$ cat src/rtl/retstk_pkg.sv
package retstk_pkg;

  typedef enum logic [2:0] {
    ST_IDLE,
    ST_PUSH_HI,
    ST_PUSH_END,
    ST_POP_HI,
    ST_POP_CAP,
    ST_POP_END
  } stk_state_e;

  typedef enum logic [2:0] {
    OP_NONE,
    OP_CALL,
    OP_RETR,
    OP_RET,
    OP_PSW
  } stk_op_e;

endpackage

$ cat src/rtl/retstk_ptr.sv
module retstk_ptr #(
  parameter int DEPTH = 8,
  localparam int SP_W = $clog2(DEPTH)
) (
  input  logic            clk,
  input  logic            rst,
  input  logic            inc,
  input  logic            dec,
  input  logic            load,
  input  logic [SP_W-1:0] load_val,
  output logic [SP_W-1:0] sp,
  output logic [SP_W-1:0] sp_dn
);

  // power-of-two depth: modulo arithmetic gives the silent wrap
  assign sp_dn = sp - SP_W'(1);

  always_ff @(posedge clk) begin
    if (rst)       sp <= '0;
    else if (load) sp <= load_val;
    else if (inc)  sp <= sp + SP_W'(1);
    else if (dec)  sp <= sp_dn;
  end

endmodule

$ cat src/rtl/retstk_seq.sv
module retstk_seq
  import retstk_pkg::*;
#(
  parameter int PC_W     = 12,
  parameter int DW       = 8,
  parameter int AW       = 8,
  parameter int FLAG_W   = 4,
  parameter int SP_W     = 3,
  parameter int STK_BASE = 8,
  localparam int PCHI_W  = PC_W - DW
) (
  input  logic              clk,
  input  logic              rst,
  input  logic              call_req,
  input  logic [PC_W-1:0]   call_addr,
  input  logic              ret_req,
  input  logic              retr_req,
  input  logic              psw_wr,
  input  logic [FLAG_W-1:0] psw_flags,
  input  logic [SP_W-1:0]   sp,
  input  logic [SP_W-1:0]   sp_dn,
  input  logic [DW-1:0]     ram_rdata,
  output logic              ram_we,
  output logic              ram_re,
  output logic [AW-1:0]     ram_addr,
  output logic [DW-1:0]     ram_wdata,
  output logic              busy,
  output logic [PC_W-1:0]   pc,
  output logic [FLAG_W-1:0] flags,
  output logic              sp_inc,
  output logic              sp_dec,
  output logic              sp_load
);

  stk_state_e st_q;
  stk_op_e    op;
  logic [DW-1:0] hi_q;
  logic [DW-1:0] lo_q;
  logic          restore_q;

  function automatic logic [AW-1:0] slot_addr(input logic [SP_W-1:0] p);
    return AW'(STK_BASE) + AW'({p, 1'b0});
  endfunction

  // one request per idle cycle, fixed priority
  always_comb begin
    op = OP_NONE;
    if (!busy) begin
      if (call_req)      op = OP_CALL;
      else if (retr_req) op = OP_RETR;
      else if (ret_req)  op = OP_RET;
      else if (psw_wr)   op = OP_PSW;
    end
  end

  assign sp_inc  = (st_q == ST_PUSH_END);
  assign sp_dec  = (op == OP_RET) || (op == OP_RETR);
  assign sp_load = (op == OP_PSW);

  always_ff @(posedge clk) begin
    if (rst) begin
      st_q      <= ST_IDLE;
      busy      <= 1'b0;
      ram_we    <= 1'b0;
      ram_re    <= 1'b0;
      ram_addr  <= '0;
      ram_wdata <= '0;
      pc        <= '0;
      flags     <= '0;
      hi_q      <= '0;
      lo_q      <= '0;
      restore_q <= 1'b0;
    end else begin
      case (st_q)
        ST_IDLE: begin
          case (op)
            OP_CALL: begin
              ram_we    <= 1'b1;
              ram_addr  <= slot_addr(sp);
              ram_wdata <= pc[DW-1:0];
              hi_q      <= {flags, pc[PC_W-1:DW]};
              pc        <= call_addr;
              busy      <= 1'b1;
              st_q      <= ST_PUSH_HI;
            end
            OP_RET, OP_RETR: begin
              ram_re    <= 1'b1;
              ram_addr  <= slot_addr(sp_dn);
              restore_q <= (op == OP_RETR);
              busy      <= 1'b1;
              st_q      <= ST_POP_HI;
            end
            OP_PSW: flags <= psw_flags;
            default: ;
          endcase
        end
        ST_PUSH_HI: begin
          ram_addr  <= ram_addr + AW'(1);
          ram_wdata <= hi_q;
          st_q      <= ST_PUSH_END;
        end
        ST_PUSH_END: begin
          ram_we <= 1'b0;
          busy   <= 1'b0;
          st_q   <= ST_IDLE;
        end
        ST_POP_HI: begin
          ram_addr <= ram_addr + AW'(1);
          st_q     <= ST_POP_CAP;
        end
        ST_POP_CAP: begin
          ram_re <= 1'b0;
          lo_q   <= ram_rdata;
          st_q   <= ST_POP_END;
        end
        ST_POP_END: begin
          pc <= {ram_rdata[PCHI_W-1:0], lo_q};
          if (restore_q) flags <= ram_rdata[DW-1 -: FLAG_W];
          busy <= 1'b0;
          st_q <= ST_IDLE;
        end
        default: st_q <= ST_IDLE;
      endcase
    end
  end

endmodule

$ cat src/rtl/retstk_top.sv
module retstk_top #(
  parameter int PC_W     = 12,
  parameter int DW       = 8,
  parameter int AW       = 8,
  parameter int FLAG_W   = 4,
  parameter int DEPTH    = 8,
  parameter int STK_BASE = 8,
  localparam int SP_W    = $clog2(DEPTH),
  localparam int PSW_W   = FLAG_W + 1 + SP_W
) (
  input  logic             clk,
  input  logic             rst,
  input  logic             call_req,
  input  logic [PC_W-1:0]  call_addr,
  input  logic             ret_req,
  input  logic             retr_req,
  input  logic             psw_wr,
  input  logic [PSW_W-1:0] psw_wdata,
  output logic [PSW_W-1:0] psw_rd,
  output logic [PC_W-1:0]  pc_out,
  output logic             busy,
  output logic             ram_we,
  output logic             ram_re,
  output logic [AW-1:0]    ram_addr,
  output logic [DW-1:0]    ram_wdata,
  input  logic [DW-1:0]    ram_rdata
);

  logic [SP_W-1:0]   sp;
  logic [SP_W-1:0]   sp_dn;
  logic [FLAG_W-1:0] flags;
  logic              sp_inc;
  logic              sp_dec;
  logic              sp_load;
  logic              psw_unused;

  assign psw_unused = psw_wdata[SP_W];

  retstk_ptr #(.DEPTH(DEPTH)) u_ptr (
    .clk      (clk),
    .rst      (rst),
    .inc      (sp_inc),
    .dec      (sp_dec),
    .load     (sp_load),
    .load_val (psw_wdata[SP_W-1:0]),
    .sp       (sp),
    .sp_dn    (sp_dn)
  );

  retstk_seq #(
    .PC_W(PC_W), .DW(DW), .AW(AW), .FLAG_W(FLAG_W),
    .SP_W(SP_W), .STK_BASE(STK_BASE)
  ) u_seq (
    .clk       (clk),
    .rst       (rst),
    .call_req  (call_req),
    .call_addr (call_addr),
    .ret_req   (ret_req),
    .retr_req  (retr_req),
    .psw_wr    (psw_wr),
    .psw_flags (psw_wdata[PSW_W-1 -: FLAG_W]),
    .sp        (sp),
    .sp_dn     (sp_dn),
    .ram_rdata (ram_rdata),
    .ram_we    (ram_we),
    .ram_re    (ram_re),
    .ram_addr  (ram_addr),
    .ram_wdata (ram_wdata),
    .busy      (busy),
    .pc        (pc_out),
    .flags     (flags),
    .sp_inc    (sp_inc),
    .sp_dec    (sp_dec),
    .sp_load   (sp_load)
  );

  assign psw_rd = {flags, 1'b1, sp};

endmodule

$ cat config.mk
export PLATFORM = sky130hd
export DESIGN_NAME = retstk_top
export DESIGN_NICKNAME = d
export VERILOG_FILES = /design/src/rtl/retstk_pkg.sv /design/src/rtl/retstk_ptr.sv /design/src/rtl/retstk_seq.sv /design/src/rtl/retstk_top.sv
export SDC_FILE = /design/constraint.sdc
export NUM_CORES = 1
export LEC_CHECK = 0
export CORE_AREA = 2 2 82 84
export DETAILED_ROUTE_END_ITERATION = 7
export DIE_AREA = 0 0 84 86
export PLACE_DENSITY = 0.83
export SLEW_MARGIN = 25
export SYNTH_ARGS = -nofsm -noshare
export SYNTH_HDL_FRONTEND = slang
export SYNTH_SLANG_ARGS = --single-unit
$ cat constraint.sdc
create_clock -name clk -period 1.7 [get_ports clk]
set_input_delay 0.425 -clock clk [delete_from_list [all_inputs] [get_ports clk]]
set_output_delay 0.425 -clock clk [all_outputs]
set_load 0.01 [all_outputs]
; ---- Yosys cells after proc, flatten, opt, wreduce, memory -nomap -nowiden
; Index checks and enable logic that the tools add are counted.
[word_totals]
latchBits = 0
mem_bits_rw = 0
ff_bits = 58
memories = 0
elab_cells = 79
rom_bits = 0
inputBits = 34
[op_classes]
n_eq_ne = 15
n_shift = 0
mux = 25
div_mod_pow = 0
n_addsub = 5
bitwise = 0
n_mul = 0
magnitude_cmp = 0
n_reduce_logical = 22
[ops]
columns = operator, n
row1 = $pmux W8 S2, 3
row2 = $mux W3, 8
row3 = $pmux W12 S2, 1
row4 = $reduce_and A2 Y1, 8
row5 = $eq A3 B2 Y1 const B, 4
row6 = $mux W12, 1
row7 = $pmux W3 S4, 1
row8 = $reduce_bool A2 Y1, 6
row9 = $add A4 B4 Y5 const A, 2
row10 = $eq A3 B3 Y1 const B, 3
row11 = $add A8 B1 Y8 const B, 1
row12 = $mux W4, 2
row13 = $mux W8, 1
row14 = $ne A2 B2 Y1 const B, 4
row15 = $pmux W4 S2, 1
row16 = $eq A3 B1 Y1 const B, 2
row17 = $pmux W1 S2, 3
row18 = $pmux W3 S2, 1
row19 = $reduce_or A2 Y1, 3
row20 = $add A3 B1 Y3 const B, 1
row21 = $logic_not A3 Y1, 1
row22 = $mux W1, 3
row23 = $ne A3 B3 Y1 const B, 1
row24 = $reduce_and A3 Y1, 1
row25 = other kinds (5), 5

; ---- Longest topological paths before layout
; Gate-level depths: netlist of the first run.
[logic_depth]
word_depth = 10
depth_mapped = 8

; ---- Modules after synthesis
; From an unflattened synthesis of the first run, not the netlist that was laid out.
[hier_totals]
cells_unflattened = 333
area_unflattened_um2 = 2673.8
[by_module_without_submodules]
columns = module, cells_per_inst, n_inst, seq_area_each_um2, area_per_inst_um2
row1 = retstk_seq, 304, 1, 1101.1, 2451.1
row2 = retstk_ptr, 27, 1, 60.1, 211.5
row3 = retstk_top, 2, 1, 0.0, 11.3

; ---- Worst setup path after synthesis of the first run
; No wires, ideal clock.
[synth_timing]
path_kind = reg-to-reg
from = register u_ptr.sp[0]
to = register u_seq.ram_addr[2]
arrival_time_ns = 1.566
required_time_ns = 1.630
setup_time_ns = 0.070
n_path_buf = 0
slack_ns = 0.064
synth_period_minus_slack_ns = 1.636
path_stages_with_launch = 6
cell_sequence = dfxtp_1 inv_1 ha_1 and4_1 or4_1 a21oi_1
[synth_via]
elab_chain_cells = 4
[synth_rtl]
columns = element, line
row1 = "start, declared", retstk_ptr.sv:11  ; output logic [SP_W-1:0] sp,
row2 = "start signal, assigned", retstk_ptr.sv:20  ; else if (load) sp <= load_val;
row3 = "start signal, assigned", retstk_ptr.sv:21  ; else if (inc) sp <= sp + SP_W'(1);
row4 = "start signal, assigned", retstk_ptr.sv:22  ; else if (dec) sp <= sp_dn;
row5 = $sub A3 B1 Y3, retstk_ptr.sv:16  ; assign sp_dn = sp - SP_W'(1);
row6 = $add A4 B4 Y5, retstk_seq.sv:42  ; return AW'(STK_BASE) + AW'({p, 1'b0});
row7 = $pmux W8 S2 (*), retstk_seq.sv:76  ; case (op)
row8 = $pmux W8 S2 (*), retstk_seq.sv:74  ; case (st_q)
row9 = "end signal, assigned", retstk_seq.sv:79  ; ram_addr <= slot_addr(sp);
row10 = "end signal, assigned", retstk_seq.sv:88  ; ram_addr <= slot_addr(sp_dn);
row11 = "end signal, assigned", retstk_seq.sv:98  ; ram_addr <= ram_addr + AW'(1);
row12 = "end, declared", retstk_seq.sv:25  ; output logic [AW-1:0] ram_addr,
; Every way passes the cells marked *; elsewhere a longest branch is shown, timed or not. The select of a mux whose other input is x is not followed.
; A chain may end at the register's enable or synchronous reset.

; ---- Worst setup path after layout of the first run
[layout_timing]
from = register u_seq.ram_addr[1]
to = output ram_addr[1]
[layout_rtl]
columns = element, line
row1 = "end, declared", retstk_top.sv:24  ; output logic [AW-1:0] ram_addr,
; No word-level cell between the ends.

==> results of run 1 <==
[cell families after synthesis]
group / after synthesis / synth area share (%)
XOR/XNOR: 1 / 0.329
flip-flops: 58 / 43.6
adder cells (fa/ha/maj): 3 / 1.41
AND/OR/NAND/NOR: 155 / 26.8
buffers and inverters: 32 / 5.82
other: 1 / 0.141
multiplexers: 5 / 1.88
AO/OA/AOI/OAI: 76 / 20.0
[cell type report]
cell class                      instances  area, um^2  area share [%]
Multi-Input combinational cell        241        1370            36.4
Clock inverter                          3        40.0            1.07
Tap cell                               77        96.3            2.57
Clock buffer                           11         151            4.03
Sequential cell                        58        1170            31.1
Inverter                                8        30.0           0.800
Timing Repair Buffer                   91         902            24.0
[synth_stat cells, types with 2 or more instances]
master and number:
a211oi_1 7, a21oi_1 29, a221oi_1 2, a311oi_1 20, and2_1 3, and3_1 3
buf_2 5, buf_4 5, clkbuf_1 10, clkbuf_2 2, dfxtp_1 58, ha_1 3
inv_1 8, mux2i_1 5, nand2_1 78, nand2b_1 6, nand3_1 3, nand4_1 4
nor2_1 37, nor2b_1 2, nor3_1 2, o21ai_0 3, o21ai_1 2, or3_1 5
[sequential cells by signal, summed over array words and instances, names as in the netlist, 3 cells and up]
register and cells:
u_seq.pc 12, u_seq.hi_q 8, u_seq.lo_q 8, u_seq.ram_addr 8
u_seq.ram_wdata 8, u_seq.flags 4, u_ptr.sp 3, u_seq.st_q 3
[worst paths after layout]
kind	endpoint	startpoint	slack, ns
setup / recovery	ram_addr[1]	u_seq.ram_addr[1]	0.04
hold / removal	u_ptr.sp[1]	rst	0.37
setup reg to reg	u_seq.ram_addr[2]	u_ptr.sp[0]	0.09
hold reg to reg	u_seq.hi_q[3]	u_seq.hi_q[3]	0.45
[per-layer routing]
metal	global-route usage, %	up-vias
met3	3.46	17
met5	0	-
met2	32.4	100
li1	-	1322
met1	25.7	1241
met4	11.1	0
[power groups by stage]
stage                     Clock, W  Sequential (W)  Combinational, W
after global placement           0         0.00164           0.00101
final                      0.00125         0.00162           0.00101
after CTS                  0.00127         0.00161           0.00101
after detailed placement         0         0.00164           0.00103
after floorplan                  0         0.00167          0.000499
after global routing       0.00134         0.00164           0.00110
[stage by stage]
stage               power, W  TNS (ns)  util (%)
floorplan            0.00217         0         -
global placement     0.00265    -11.82      56.2
detailed placement   0.00268    -13.86      56.2
CTS                  0.00389         0      59.0
global route         0.00407         0      59.8
finish               0.00387         0      59.8
[repair_timing]
action	in CTS	in global routing
hold endpoints to repair	0	0
setup endpoints to repair	30	40
gates cloned	0	0
gates resized for setup	21	18
==> impl_metrics.py, run 1 <==
metrics = {
    "status": {
        "outcome": "complete, no violations",
    },
    "critical_path": {
        "worstPathCellList": "clkdlybuf4s50_1",
        "crit_fanout": 6,
        "criticalPathCategory": "reg -> out",
        "crit_slowest_cell": "clkdlybuf4s50_1",
        "critical_path_cell_count": 1,
        "critPathArrivalTime_ns": 1.24,
        "crit_family": "buffers and inverters",
        "cpPeakStageDelay_ns": 0.54,
        "crit_buf_inv": 1,
        "worstSetupEndpointType": "output pin",
        "start_kind": "register",
        "crit_required_ns": 1.27,
        "r2r_cells": 5,
    },
    "global_route": {
        "track_usage_pct": 20.1,
        "grt_pass1_wl_um": 11600,
        "grt_pass1_vias": 2435,
        "antenna_found_initial": 0,
        "grt_max_degree": 57,
        "grt_overflow_total": 0,
    },
    "timing": {
        "period_needed_ns": 1.66,
        "rsz0062_at_grt": "no",
        "drv_slew": 0,
        "finClkSkew_ns": 0.00426,
        "setup_ws_ns": 0.0387,
        "slew_headroom_pct": 55.8,
        "worst_pin_slew_ns": 0.663,
        "timing.final.crit_share_pct": 97.7,
        "max_freq_mhz": 602,
        "holdWs_ns": 0.367,
        "finalHoldViolCount": 0,
        "setup_viol": 0,
    },
    "placement": {
        "pre_cts_slack_ns": -0.396,
        "dpl-instance-area_um2": 3530,
        "place_hpwl_um": 5130,
        "dp_cells": 475,
        "gp_congestion": 0.862,
        "place.port_buffers": 70,
    },
    "power": {
        "switching_share_pct": 29.7,
        "power_density_nw_per_um2": 1030,
        "leakage_nw": 1.69,
        "ir_worst_vdd_v": 0.000592,
        "p_sw_w": 0.00115,
        "p_int_w": 0.00272,
        "power_frac_comb_pct": 26.0,
        "clkPwrFrac_pct": 32.2,
        "power_frac_seq_pct": 41.8,
    },
    "final_layout": {
        "diodes": 0,
        "stdcell_area_um2": 3750,
        "drive_gt1_share_pct": 11.7,
        "mostFrequentLayoutCells": "nand2_1 (78), dfxtp_1 (53), clkdlybuf4s50_1 (39), nor2_1 (37), a21oi_1 (28)",
        "finalNonFillerCells": 489,
        "final_common_cell": "nand2_1",
        "fillerInstances": 532,
        "area_growth_pct": 40.9,
        "layout.nets": 446,
    },
    "synthesis": {
        "ys_types": 53,
        "syn_inst": 331,
        "syn_avg_cell_area_um2": 8.05,
        "ys.warnings.count": 0,
        "async_flop_share_pct": 0,
        "synth-seq-cells": 58,
        "yosysTopAreaCell": "dfxtp_1",
        "synth_enable_flop_cells": 0,
        "yosysSeqAreaShare_pct": 43.6,
        "ys_top_cells_by_area": "dfxtp_1 (44%), nand2_1 (11%), a311oi_1 (6.6%)",
        "ys_dominant_reg_cell": "dfxtp_1",
        "syn-num-nets": 368,
        "syn-cell-area_um2": 2660,
        "synth_top_area_share_pct": 43.6,
    },
    "clock_tree": {
        "clkTransAtPathRegs_ns": 0.06,
        "cts-buffers-inserted": 9,
        "ctsLongestPathBuffers": 2,
        "root_buffer": "clkbuf_8",
        "h-tree-depth": 3,
        "clock-sinks": 58,
        "post_cts_buffers": 0,
        "clock_latency_ns": 0.33,
        "cts_tree": "done",
        "hold_buffers": 0,
    },
    "floorplanning": {
        "start_util_pct": 42.4,
        "core_area_um2": 6280,
        "rows": 29,
        "ios": 73,
        "die_area_um2": 7220,
        "fp.dieH_um": 86,
        "die_w_um": 84,
    },
    "routing": {
        "drt_iter0_drc": 198,
        "dr.pass1.iters": 4,
        "drt-met1-wl_um": 3190,
        "vias_per_cell": 5.48,
        "via_count": 2680,
        "wl_met2_um": 3370,
        "wire_per_inst_um": 14.6,
        "antenna_left": 0,
        "highest_layer": "met4",
        "drc_errors": 0,
        "wirelength_um": 7150,
        "wl_met3_um": 361,
    },
    "min_path": {
        "min_path_type": "in -> reg",
        "hold_path_depth": 2,
    },
    "flow_run": {
        "max_cap_viol_count": 0,
    },
}
Power figures use the tool's default switching activity.
==> inputs of run 2 (changes only) <==
--- a/config.mk
+++ b/config.mk
@@ -12,4 +12,5 @@
 export SLEW_MARGIN = 25
 export SYNTH_ARGS = -nofsm -noshare
 export SYNTH_HDL_FRONTEND = slang
+export SYNTH_HIERARCHICAL = 1
 export SYNTH_SLANG_ARGS = --single-unit
==> run 2 against run 1 <==
  * Flip-flop and latch count is the same
  * Hold slack gained 0.090 ns
  * Die area is the same
  * Sequential share of layout area shrank 1.5 points
  * Final cell count grew 3.9%
  * Combinational power grew 7%
  * Setup slack lost 0.0048 ns
  * Via count grew 5.1%
  * Fmax shrank 0.29%
  * Synthesized area grew 0.38%
  * Design area grew 5.2%
  * Synthesized cell count grew 0.60%
  * Critical endpoint is now ram_addr[3]
==> impl_metrics.py, run 2 <==
metrics = {
    "global_route": {
        "grt_max_degree": 29,
        "track_usage_pct": 21.3,
        "grt_overflow_total": 0,
        "grt_pass1_wl_um": 12400,
        "grt_pass1_vias": 2638,
        "antenna_found_initial": 0,
    },
    "synthesis": {
        "synthAdderAreaFrac_pct": 1.40,
        "ys_types": 51,
        "syn-num-nets": 370,
        "syn-cell-area_um2": 2670,
        "yosysSeqAreaShare_pct": 43.4,
        "synth_top_family_by_area": "simple AND/OR/NAND/NOR gates",
        "synth_top_area_share_pct": 43.4,
        "synth_enable_flop_cells": 0,
        "ys_top_cells_by_area": "dfxtp_1 (43%), nand2_1 (11%), a21oi_1 (5.1%)",
        "synth-seq-cells": 58,
        "ys.warnings.count": 6,
        "synthSimpleGateAreaFrac_pct": 26.7,
        "yosysTopAreaCell": "dfxtp_1",
        "synth.most_common_cell": "nand2_1",
        "syn_avg_cell_area_um2": 8.03,
        "ys_dominant_reg_cell": "dfxtp_1",
        "syn_inst": 333,
        "synth_compound_area_share_pct": 20.8,
        "synth_mux_area_share_pct": 1.87,
        "synth_xor_area_share_pct": 0.655,
        "synthTopCellsByCount": "nand2_1 (78), dfxtp_1 (58), a21oi_1 (27), nor2_1 (27), o21ai_0 (17)",
        "async_flop_share_pct": 0,
    },
    "critical_path": {
        "critPathLaunch": "u_seq/ram_addr[3]",
        "crit_fanout": 5,
        "crit_required_ns": 1.27,
        "worstSetupEndpointType": "output pin",
        "critPathArrivalTime_ns": 1.24,
        "start_kind": "register",
        "criticalPathCategory": "reg -> out",
        "r2r-start": "u_seq/st_q[2]",
        "cpPeakStageDelay_ns": 0.54,
        "crit_slowest_cell": "clkdlybuf4s50_1",
        "crit_family": "buffers and inverters",
        "crit_buf_inv": 1,
        "worstPathCellList": "clkdlybuf4s50_1",
    },
    "power": {
        "ir_worst_vdd_v": 0.000567,
        "power_density_nw_per_um2": 1010,
        "clkPwrFrac_pct": 32.5,
        "power_frac_seq_pct": 40.5,
        "power_w": 0.00399,
        "power_frac_comb_pct": 27.1,
        "switching_share_pct": 30.7,
        "p_sw_w": 0.00123,
        "p_int_w": 0.00276,
        "leakage_nw": 1.74,
    },
    "routing": {
        "drt_iter0_drc": 193,
        "wire_per_inst_um": 15.3,
        "drc_errors": 0,
        "wirelength_um": 7770,
        "vias_per_cell": 5.55,
        "via_count": 2818,
        "antenna_left": 0,
        "dr.pass1.iters": 4,
    },
    "status": {
        "outcome": "complete, no violations",
    },
    "placement": {
        "place.port_buffers": 70,
        "place_hpwl_um": 5490,
        "dp_cells": 491,
        "gp_congestion": 0.875,
    },
    "final_layout": {
        "largest_reg_flops": 12,
        "finalNonFillerCells": 508,
        "layout.nets": 463,
        "fillerInstances": 508,
        "top_register": "u_seq/pc",
        "area_growth_pct": 47.7,
        "final_common_cell": "nand2_1",
        "utilization_pct": 62.9,
        "drive_gt1_share_pct": 17.2,
        "seqCellArea_um2": 1170,
        "mostFrequentLayoutCells": "nand2_1 (78), dfxtp_1 (50), clkdlybuf4s50_1 (41), a21oi_1 (27)",
        "multiInputGateArea_um2": 1420,
        "diodes": 0,
    },
    "clock_tree": {
        "clock-sinks": 58,
        "clock_latency_ns": 0.34,
        "root_buffer": "clkbuf_8",
        "cts_tree": "done",
        "clkTransAtPathRegs_ns": 0.07,
        "ctsLongestPathBuffers": 2,
        "cts-buffers-inserted": 9,
        "h-tree-depth": 3,
    },
    "timing": {
        "setup_viol": 0,
        "timing.final.crit_share_pct": 98.0,
        "finalHoldViolCount": 0,
        "max_freq_mhz": 600,
        "holdWs_ns": 0.456,
        "period_needed_ns": 1.67,
        "tns_ns": 0,
        "drv_slew": 0,
        "rsz0062_at_grt": "no",
        "finClkSkew_ns": 0.00933,
    },
    "floorplanning": {
        "fp.dieH_um": 86,
        "rows": 29,
        "core_area_um2": 6280,
        "die_area_um2": 7220,
        "ios": 73,
        "start_util_pct": 42.6,
        "die_w_um": 84,
    },
    "min_path": {
        "worstHoldStart": "u_seq/hi_q[2]",
        "min_path_type": "reg -> reg",
    },
    "flow_run": {
        "max_cap_viol_count": 0,
    },
}
==> run 2: cell types whose count changed in the layout (fill, tap and decap cells not counted), sizes merged, moves of 4 or more <==
cell    previous run  this run
nor3               3         7
o21ai              5        18
buf               22        31
nand3              3         8
a311oi            20         8
nor2              37        29
a31oi              1        13
==> run 2: layout make-up <==
| class | instances | share of cell area, % |
|---|---|---|
| Multi-Input combinational cell | 248 | 35.9 |
| Sequential cell | 58 | 29.7 |
| Tap cell | 77 | 2.44 |
| Inverter | 8 | 0.760 |
| Clock buffer | 10 | 3.49 |
| Clock inverter | 6 | 1.68 |
| Timing Repair Buffer | 101 | 26.0 |
==> run 2: timing repair <==
item / 4_1_cts / 5_1_grt
hold buffers: 0 / 0
hold endpoints to repair: 0 / 0
cloned: 0 / 0
buffers inserted: 1 / 0
pin swaps: 1 / 2
resized for setup: 25 / 23
setup endpoints to repair: 29 / 45
==> run 2: path summary, 6_finish.rpt <==
| kind | to | slack [ns] | depth (start not counted) |
|---|---|---|---|
| setup / recovery | ram_addr[3] | 0.03 | 1 |
| hold / removal | u_seq/hi_q[2] | 0.46 | 2 |
| setup reg to reg | u_seq/pc[0] | 0.09 | 5 |
| hold reg to reg | u_seq/hi_q[2] | 0.46 | 2 |
==> run 2: worst reg2reg max path, stage by stage, from the launching register on <==
cell and delay, ns:
dfxtp_2 0.42, inv_2 0.11, or3_1 0.43, buf_12 0.18, o21ai_0 0.26, a31oi_1 0.10
==> run 2: per-layer routing <==
layer  wire length, um  up-vias  track usage (%)  share of wire (%)
li1                  -     1376                -                  -
met1              3380     1309             27.5                 44
met2              3710      106             33.5                 48
met3               410       27             3.37                5.3
met4               263        0             13.3                3.4
met5                 0        -                0                  0
==> run 2: cells by family after synthesis <==
group,Yosys count
muxes,5
AOI/OAI and AO/OA,84
buffers and inverters,27
DFF,58
and+or+nand+nor,153
other,1
adders and majority gates,3
xor gates and xnor gates,2
==> run 2: power by group through the flow <==
stage | Sequential [W] | Clock [W] | Combinational (W)
after floorplan | 0.00166 | 0 | 0.000488
after global placement | 0.00163 | 0 | 0.00104
after detailed placement | 0.00163 | 0 | 0.00107
after CTS | 0.00161 | 0.00130 | 0.00107
after global routing | 0.00163 | 0.00136 | 0.00116
final | 0.00161 | 0.00129 | 0.00108
==> run 2: metrics by stage <==
step / instance area [um^2] / setup slack, ns
2_1_floorplan: 2670 / 0.0627
3_3_place_gp: 3670 / -0.401
3_5_place_dp: 3670 / -0.452
4_1_cts: 3890 / -0.00658
5_1_grt: 3950 / 0.00119
6_report: 3950 / 0.0339
